[config.mk]
export PLATFORM = sky130hd
export DESIGN_NAME = dm_fifo
export DESIGN_NICKNAME = d
export VERILOG_FILES = /design/src/rtl/dm_fifo_pkg.sv /design/src/rtl/dm_fifo_ram.sv /design/src/rtl/dm_fifo_drv.sv /design/src/rtl/dm_fifo.sv
export SDC_FILE = /design/constraint.sdc
export NUM_CORES = 1
export LEC_CHECK = 0
export ABC_AREA = 1
export CELL_PAD_IN_SITES_DETAIL_PLACEMENT = 0
export CELL_PAD_IN_SITES_GLOBAL_PLACEMENT = 1
export CORE_ASPECT_RATIO = 1.1
export CORE_MARGIN = 2
export CORE_UTILIZATION = 52
export CTS_BUF_LIST = sky130_fd_sc_hd__clkbuf_16
export DETAILED_ROUTE_END_ITERATION = 6
export PLACE_DENSITY = 0.89
export SLEW_MARGIN = 20
export SYNTH_ARGS = -nofsm -noshare
export SYNTH_HDL_FRONTEND = slang
export SYNTH_SLANG_ARGS = --single-unit
[constraint.sdc]
create_clock -name clk -period 5.72 [get_ports clk]
set_clock_uncertainty 0.1 [all_clocks]
set_input_delay 1.716 -clock clk [delete_from_list [all_inputs] [get_ports clk]]
set_output_delay 1.716 -clock clk [all_outputs]
set_load 0.01 [all_outputs]
[src/rtl/dm_fifo_pkg.sv]
package dm_fifo_pkg;
    typedef enum logic {
        MODE_STD  = 1'b0,
        MODE_FWFT = 1'b1
    } fifo_mode_e;
endpackage

[src/rtl/dm_fifo_ram.sv]
module dm_fifo_ram #(
    parameter int W  = 8,
    parameter int AW = 4
) (
    input  logic          clk,
    input  logic          we,
    input  logic [AW-1:0] waddr,
    input  logic [W-1:0]  wdata,
    input  logic [AW-1:0] raddr,
    output logic [W-1:0]  rdata
);
    localparam int N = 1 << AW;

    logic [W-1:0] mem [N];

    always_ff @(posedge clk) begin
        if (we) mem[waddr] <= wdata;
    end

    assign rdata = mem[raddr];
endmodule

[src/rtl/dm_fifo_drv.sv]
module dm_fifo_drv (
    input  logic clk,
    input  logic rst_n,
    input  logic rcs_n,
    input  logic oe_n,
    output logic drv
);
    logic drv_d, drv_q;

    // In reset only the enable can release the bus; afterwards the select rules.
    always_comb drv_d = rst_n ? !rcs_n : 1'b1;

    always_ff @(posedge clk) drv_q <= drv_d;

    assign drv = drv_q && !oe_n;
endmodule

[src/rtl/dm_fifo.sv]
module dm_fifo
    import dm_fifo_pkg::*;
#(
    parameter int DEPTH = 16,
    parameter int W     = 8
) (
    input  logic         clk,
    input  logic         rst_n,
    input  logic         fwft_sel,
    input  logic         wr_n,
    input  logic         wcs_n,
    input  logic [W-1:0] wdata,
    input  logic         rd_n,
    input  logic         rcs_n,
    input  logic         oe_n,
    input  logic         mark,
    input  logic         rewind,
    output logic [W-1:0] rdata,
    output logic         rdata_drv,
    output logic         wr_stat,
    output logic         rd_stat
);
    localparam int AW = $clog2(DEPTH);
    localparam int PW = AW + 1;
    localparam logic [PW-1:0] FULL_CNT = PW'(DEPTH);

    typedef struct packed {
        logic [PW-1:0] wptr;
        logic [PW-1:0] rptr;
        logic [PW-1:0] mptr;
        logic          rt_mode;
        fifo_mode_e    mode;
        logic          s1;      // first stage of the not-empty pipe
        logic          s2;      // second stage: standard empty flag
        logic          full;
        logic          ovalid;  // output register holds a word
        logic [W-1:0]  dout;
    } st_t;

    st_t st_d, st_q;

    logic [W-1:0]  ram_rd;
    logic [PW-1:0] occ_q, occ_d;
    logic          wr_ok, rd_req, take, load, pop, rt_go, is_fwft;

    dm_fifo_ram #(.W(W), .AW(AW)) u_ram (
        .clk   (clk),
        .we    (wr_ok),
        .waddr (st_q.wptr[AW-1:0]),
        .wdata (wdata),
        .raddr (st_q.rptr[AW-1:0]),
        .rdata (ram_rd)
    );

    dm_fifo_drv u_drv (
        .clk   (clk),
        .rst_n (rst_n),
        .rcs_n (rcs_n),
        .oe_n  (oe_n),
        .drv   (rdata_drv)
    );

    always_comb begin
        st_d    = st_q;
        is_fwft = (st_q.mode == MODE_FWFT);
        occ_q   = st_q.wptr - st_q.rptr;
        wr_ok   = !wr_n && !wcs_n && !st_q.full;
        rd_req  = !rd_n && !rcs_n;
        rt_go   = rewind && !rcs_n && st_q.rt_mode;
        take    = 1'b0;
        load    = 1'b0;
        if (is_fwft) begin
            take = rd_req && st_q.ovalid;
            load = st_q.s2 && (!st_q.ovalid || take);
            pop  = load;
        end else begin
            pop  = rd_req && st_q.s2;
        end

        if (wr_ok) st_d.wptr = st_q.wptr + 1'b1;

        if (mark && !rt_go) begin
            st_d.mptr    = st_q.rptr;
            st_d.rt_mode = 1'b1;
        end

        if (rt_go) begin
            st_d.rptr = st_q.mptr;
            if (is_fwft) st_d.ovalid = 1'b0;
        end else begin
            if (pop) begin
                st_d.rptr = st_q.rptr + 1'b1;
                st_d.dout = ram_rd;
            end
            if (is_fwft) begin
                if (load)      st_d.ovalid = 1'b1;
                else if (take) st_d.ovalid = 1'b0;
            end
        end

        occ_d     = st_d.wptr - st_d.rptr;
        st_d.s1   = !rt_go && (occ_q != '0) && (occ_d != '0);
        st_d.s2   = !rt_go && st_q.s1 && (occ_d != '0);
        st_d.full = st_d.rt_mode ? ((st_d.wptr - st_d.mptr) == FULL_CNT)
                                 : (occ_d == FULL_CNT);

        if (!rst_n) begin
            st_d      = '0;
            st_d.mode = fifo_mode_e'(fwft_sel);
        end
    end

    always_ff @(posedge clk) st_q <= st_d;

    assign wr_stat = (st_q.mode == MODE_FWFT) ? st_q.full    : !st_q.full;
    assign rd_stat = (st_q.mode == MODE_FWFT) ? !st_q.ovalid : st_q.s2;
    assign rdata   = rdata_drv ? st_q.dout : '0;
endmodule

# Yosys cells after proc, flatten, opt, wreduce, memory -nomap -nowiden
# Memory sizes are Yosys's and may differ from the RTL's. A register that Yosys moved wholly into a read port is not among the register bits.
# Index checks and enable logic that the tools add are counted.
# Widths: inputs -> output; s select.
[word_totals] regBits=22 latch_bits=0 ramBits=128 rom_bits=0 input_bits=18 out_inout_bits=11 word_cells=66 n_memories=1
[memory_table] memory="u_ram.mem" depth=16 width=8 rd=1 rd_clocked_by_memory_dff=1 wr=1 line_no="dm_fifo_ram.sv:14" text="logic [W-1:0] mem [N];"
[op_classes] add_sub_neg=5 multipliers=0 div_mod_pow=0 magnitude_cmp=0 n_eq_ne=2 shift=0 n_mux=18 n_bitwise=1 reduce_logical=29
[ops] cell="$mux 5" n=3
[ops] cell="$sub 5x5->5" n=3
[ops] cell="$logic_and 1x1->1" n=14
[ops] cell="$mux 1" n=13
[ops] cell="$add 5x1->5 const B" n=2
[ops] cell="$eq 5x5->1 const B" n=2
[ops] cell="$reduce_bool 5->1" n=2
[ops] cell="$logic_not 1->1" n=9
[ops] cell="$mux 8" n=1
[ops] cell="$mux 6" n=1
[ops] cell="$reduce_and 2->1" n=2
[ops] cell="$reduce_bool 3->1" n=1
[ops] cell="$logic_or 1x1->1" n=1
[ops] cell="$not 1->1" n=1

# Longest topological paths before layout
[logic_depth] depth_word=11 ltp_mapped=21

# Modules after synthesis
# From an unflattened synthesis, not the netlist that was laid out.
[hier_totals] hier_cells=843 area_unflattened_um2=7622.3
[modules_own_cells] module="dm_fifo_ram" instances=1 cells_each=543 area_each_um2=5606.6
[modules_own_cells] module="dm_fifo" instances=1 cells_each=296 area_each_um2=1981.9
[modules_own_cells] module="dm_fifo_drv" instances=1 cells_each=4 area_each_um2=33.8

# Worst setup path after synthesis
# No wires, ideal clock.
[synth_path] path_kind="in2out" from="in oe_n" to="out rdata[0]" t_arrival_ns=2.263 t_required_ns=3.904 setup_slack_ns=1.641 stages=3 n_path_buf=0 path_cell_list="nor2_1 inv_1 nor2_1"
[synth_via] elab_chain_len=3
[synth_lines] item="from (decl)" line_no="dm_fifo.sv:15" text="input logic oe_n,"
[synth_lines] item="$logic_not 1->1" line_no="dm_fifo_drv.sv:15" text="assign drv = drv_q && !oe_n;"
[synth_lines] item="$logic_and 1x1->1" line_no="dm_fifo_drv.sv:15"
[synth_lines] item="$mux 8" line_no="dm_fifo.sv:117" text="assign rdata = rdata_drv ? st_q.dout : '0;"
[synth_lines] item="to (decl)" line_no="dm_fifo.sv:18" text="output logic [W-1:0] rdata,"
# Every way passes these cells.

# Worst setup path after layout
# Ends and elaborated chain as after synthesis.

==> impl_metrics.env <==
export IMPL_portBuffers=28
export IMPL_wl_per_cell_um=16.6
export IMPL_core_area_mm2=0.0133
export IMPL_cts_buffers=17
export IMPL_cts_sinks=158
export IMPL_drive_gt1_frac=0.0903
export IMPL_path_buf_inv=3
export IMPL_syn_avg_cell_area_um2=10.4
export IMPL_synth_area_leaders="edfxtp_1 (55%), dfxtp_1 (8.2%), nor2_1 (7.4%), o21ai_0 (5.1%), nand2_1 (4.2%)"
export IMPL_synth_cell_type_count=37
export IMPL_wl_um=15000
export IMPL_setup_violations_final=0
export IMPL_hold_buffers=0
export IMPL_die_height_um=127
export IMPL_power_density_mw_per_mm2=333
export IMPL_die_w_um=115
export IMPL_synth_nets=720
export IMPL_async_flop_share=0
export IMPL_synth_edf_count=129
export IMPL_synth_area_mm2=0.00710
export IMPL_critical_path_required_ns=3.90
export IMPL_setup_worst_path_class="in2out"
export IMPL_antenna_found_initial=0
export IMPL_root_buffer="clkbuf_16"
export IMPL_crit_path_max_fanout=8
export IMPL_first_global_vias=4910
export IMPL_vdd_drop_max_v=0.000171
export IMPL_hpwl_um=9660
export IMPL_critPathMaxStageDelay_ns=0.54
export IMPL_slew_headroom=0.350
export IMPL_cts_setup_buffers=0
export IMPL_path_cells="clkdlybuf4s50_1, nor2_1, inv_1, nor2_1, clkdlybuf4s50_1"
export IMPL_hold_slack_ns=0.398
export IMPL_fin_setup_tns_ns=0
export IMPL_final_area_mm2=0.00800
export IMPL_post_route_period_util=0.849
export IMPL_ys_warn_count=0
export IMPL_maxCapViolations=0
export IMPL_fmax_mhz=206
export IMPL_dieArea_mm2=0.0146
export IMPL_layout_nets=745
export IMPL_fin_crit_ns=4.86
export IMPL_grt_usage=0.219
export IMPL_htreeDepth=4
export IMPL_placementRows=44
export IMPL_synth_most_common_cell="nor2_1"
export IMPL_finalHoldViolations=0
export IMPL_cts_tree="yes"
export IMPL_synth_cells=682
export IMPL_dr_pass1_iters=5
export IMPL_initial_core_util=0.535
export IMPL_clk_latency_ns=0.42
export IMPL_synth_common_cells="nor2_1 (141), edfxtp_1 (129), nand2_1 (80)"
export IMPL_avgViaCountPerCell=5.37
export IMPL_drcViolationCount=0
export IMPL_grt_overflow=0
export IMPL_grt_pass1_wl_um=24300
export IMPL_rsz0062_at_grt="no"
export IMPL_drv_slew=0
export IMPL_critical_path_top_delay_family="buffers and inverters"
export IMPL_clockBufferDepth=2
export IMPL_cp_slowest_cell="clkdlybuf4s50_1"
export IMPL_path_clk_slew_ns=0.07
export IMPL_num_vias=4854
export IMPL_worstSetupStartpointType="input port"
export IMPL_ys_flop_type="edfxtp_1"
export IMPL_status="completed"
export IMPL_grt_start_max_net_pins=67
export IMPL_diodes=0
export IMPL_synth_seq_area_share=0.627
export IMPL_area_growth_pct=12.6
export IMPL_p_leak_nw=2.92
export IMPL_drt_initial_drc_count=326
export IMPL_cts_resized_gates=0
export IMPL_dpl_instance_area_mm2=0.00746
export IMPL_ys_ff_latch=158
export IMPL_crit_path_end_kind="output port"
export IMPL_ios=29
export IMPL_holdCritPathClass="reg2reg"
export IMPL_place_congestion=0.784
export IMPL_crit_arrival_ns=3.04
export IMPL_synth_top_cell_area_share=0.545
export IMPL_ant_nets=0
export IMPL_worst_pin_slew_ns=0.972
export IMPL_yosysTopAreaCell="edfxtp_1"
==> cell usage in the layout (no fill, tap or decap) <==
| cell | instances |
|---|---|
| nand3b_1 | 3 |
| clkinv_2 | 8 |
| o32ai_1 | 1 |
| edfxtp_1 | 129 |
| clkdlybuf4s50_1 | 28 |
| xor2_1 | 8 |
| or2_1 | 1 |
| dfxtp_1 | 28 |
| nand4_1 | 1 |
| bufinv_16 | 1 |
| or2_0 | 2 |
| inv_1 | 53 |
| nand3_2 | 2 |
| nand2_1 | 80 |
| nand2_2 | 8 |
| xnor2_1 | 2 |
| clkbuf_16 | 17 |
| nand3_1 | 23 |
| or2_2 | 6 |
| a21oi_2 | 1 |
| nand3b_2 | 1 |
| nand2_4 | 1 |
| fa_1 | 2 |
| a21oi_1 | 9 |
| o21ai_1 | 16 |
| inv_2 | 5 |
| o211ai_1 | 1 |
| ha_1 | 18 |
| buf_4 | 3 |
| clkinv_1 | 2 |
| a22oi_1 | 1 |
| o22ai_1 | 32 |
| nor2_4 | 2 |
| clkinv_4 | 1 |
| nor4_1 | 1 |
| o21ai_0 | 73 |
| dfxtp_2 | 1 |
| nor2_2 | 5 |
| clkinvlp_4 | 3 |
| nor2_1 | 141 |
==> report_power, final <==
part	total [mW]	internal [mW]	switching (mW)
logic	0.352	0.127	0.225
registers	1.29	1.27	0.0162
clock network	1.02	0.587	0.435
==> cell type report <==
cell class	count	area, um2
inverter	58	218
sequential	158	4460
clock inverter	15	109
fill	1096	5270
timing repair buffer	31	303
tap	184	230
multi-input combinational	441	2260
clock buffer	17	425
==> worst reg2reg max path: stages, from the launching register on <==
cell and delay [ns]:
dfxtp_1 0.84, clkinv_1 0.57, nor2_1 0.22, a21oi_1 0.08
ha_1 0.36, nand3b_1 0.13, nand3_1 0.10, nand3_1 0.06
nor2_1 0.15, nor2_1 0.06, nor2_1 0.09, nand2_1 0.07
nor2_2 0.08
==> flip-flops by register name, summed over array words and instances, names as in the netlist <==
register     count
u_ram.mem      128
st_q            28
is_fwft          1
u_drv.drv_q      1
==> logic make-up after synthesis <==
group                    synth area share
XOR/XNOR                           0.0123
AND/OR/NAND/NOR                     0.166
adder cells (fa/ha/maj)            0.0373
buffers and inverters              0.0551
flip-flops                          0.627
AO/OA/AOI/OAI                       0.102
==> metrics by stage <==
step                total power, mW  cells  worst slack (ns)  utilization
floorplan                      1.56    682              1.64            -
global placement               1.65    872             0.871        0.563
detailed placement             1.66    872             0.858        0.563
CTS                            2.67    904             0.855        0.603
global route                   2.77    904             0.687        0.603
finish                         2.66    904             0.863        0.603
==> layer usage <==
metal | GRT usage | vias up | share of wire
met1 | 0.272 | 2316 | 0.42
met2 | 0.380 | 139 | 0.52
met3 | 0.0420 | 18 | 0.046
met4 | 0.0794 | 0 | 0.017
met5 | 0 | - | 0
li1 | - | 2381 | -
==> path summary, 6_finish.rpt <==
path	start	to	slack [ns]	cells after the start
worst max-delay path	oe_n	rdata[0]	0.86	5
worst min-delay path	st_q[11]	st_q[10]	0.40	4
worst max register to register	st_q[21]	st_q[9]	2.75	12
worst min register to register	st_q[11]	st_q[10]	0.40	4
Power figures use the tool's default switching activity.
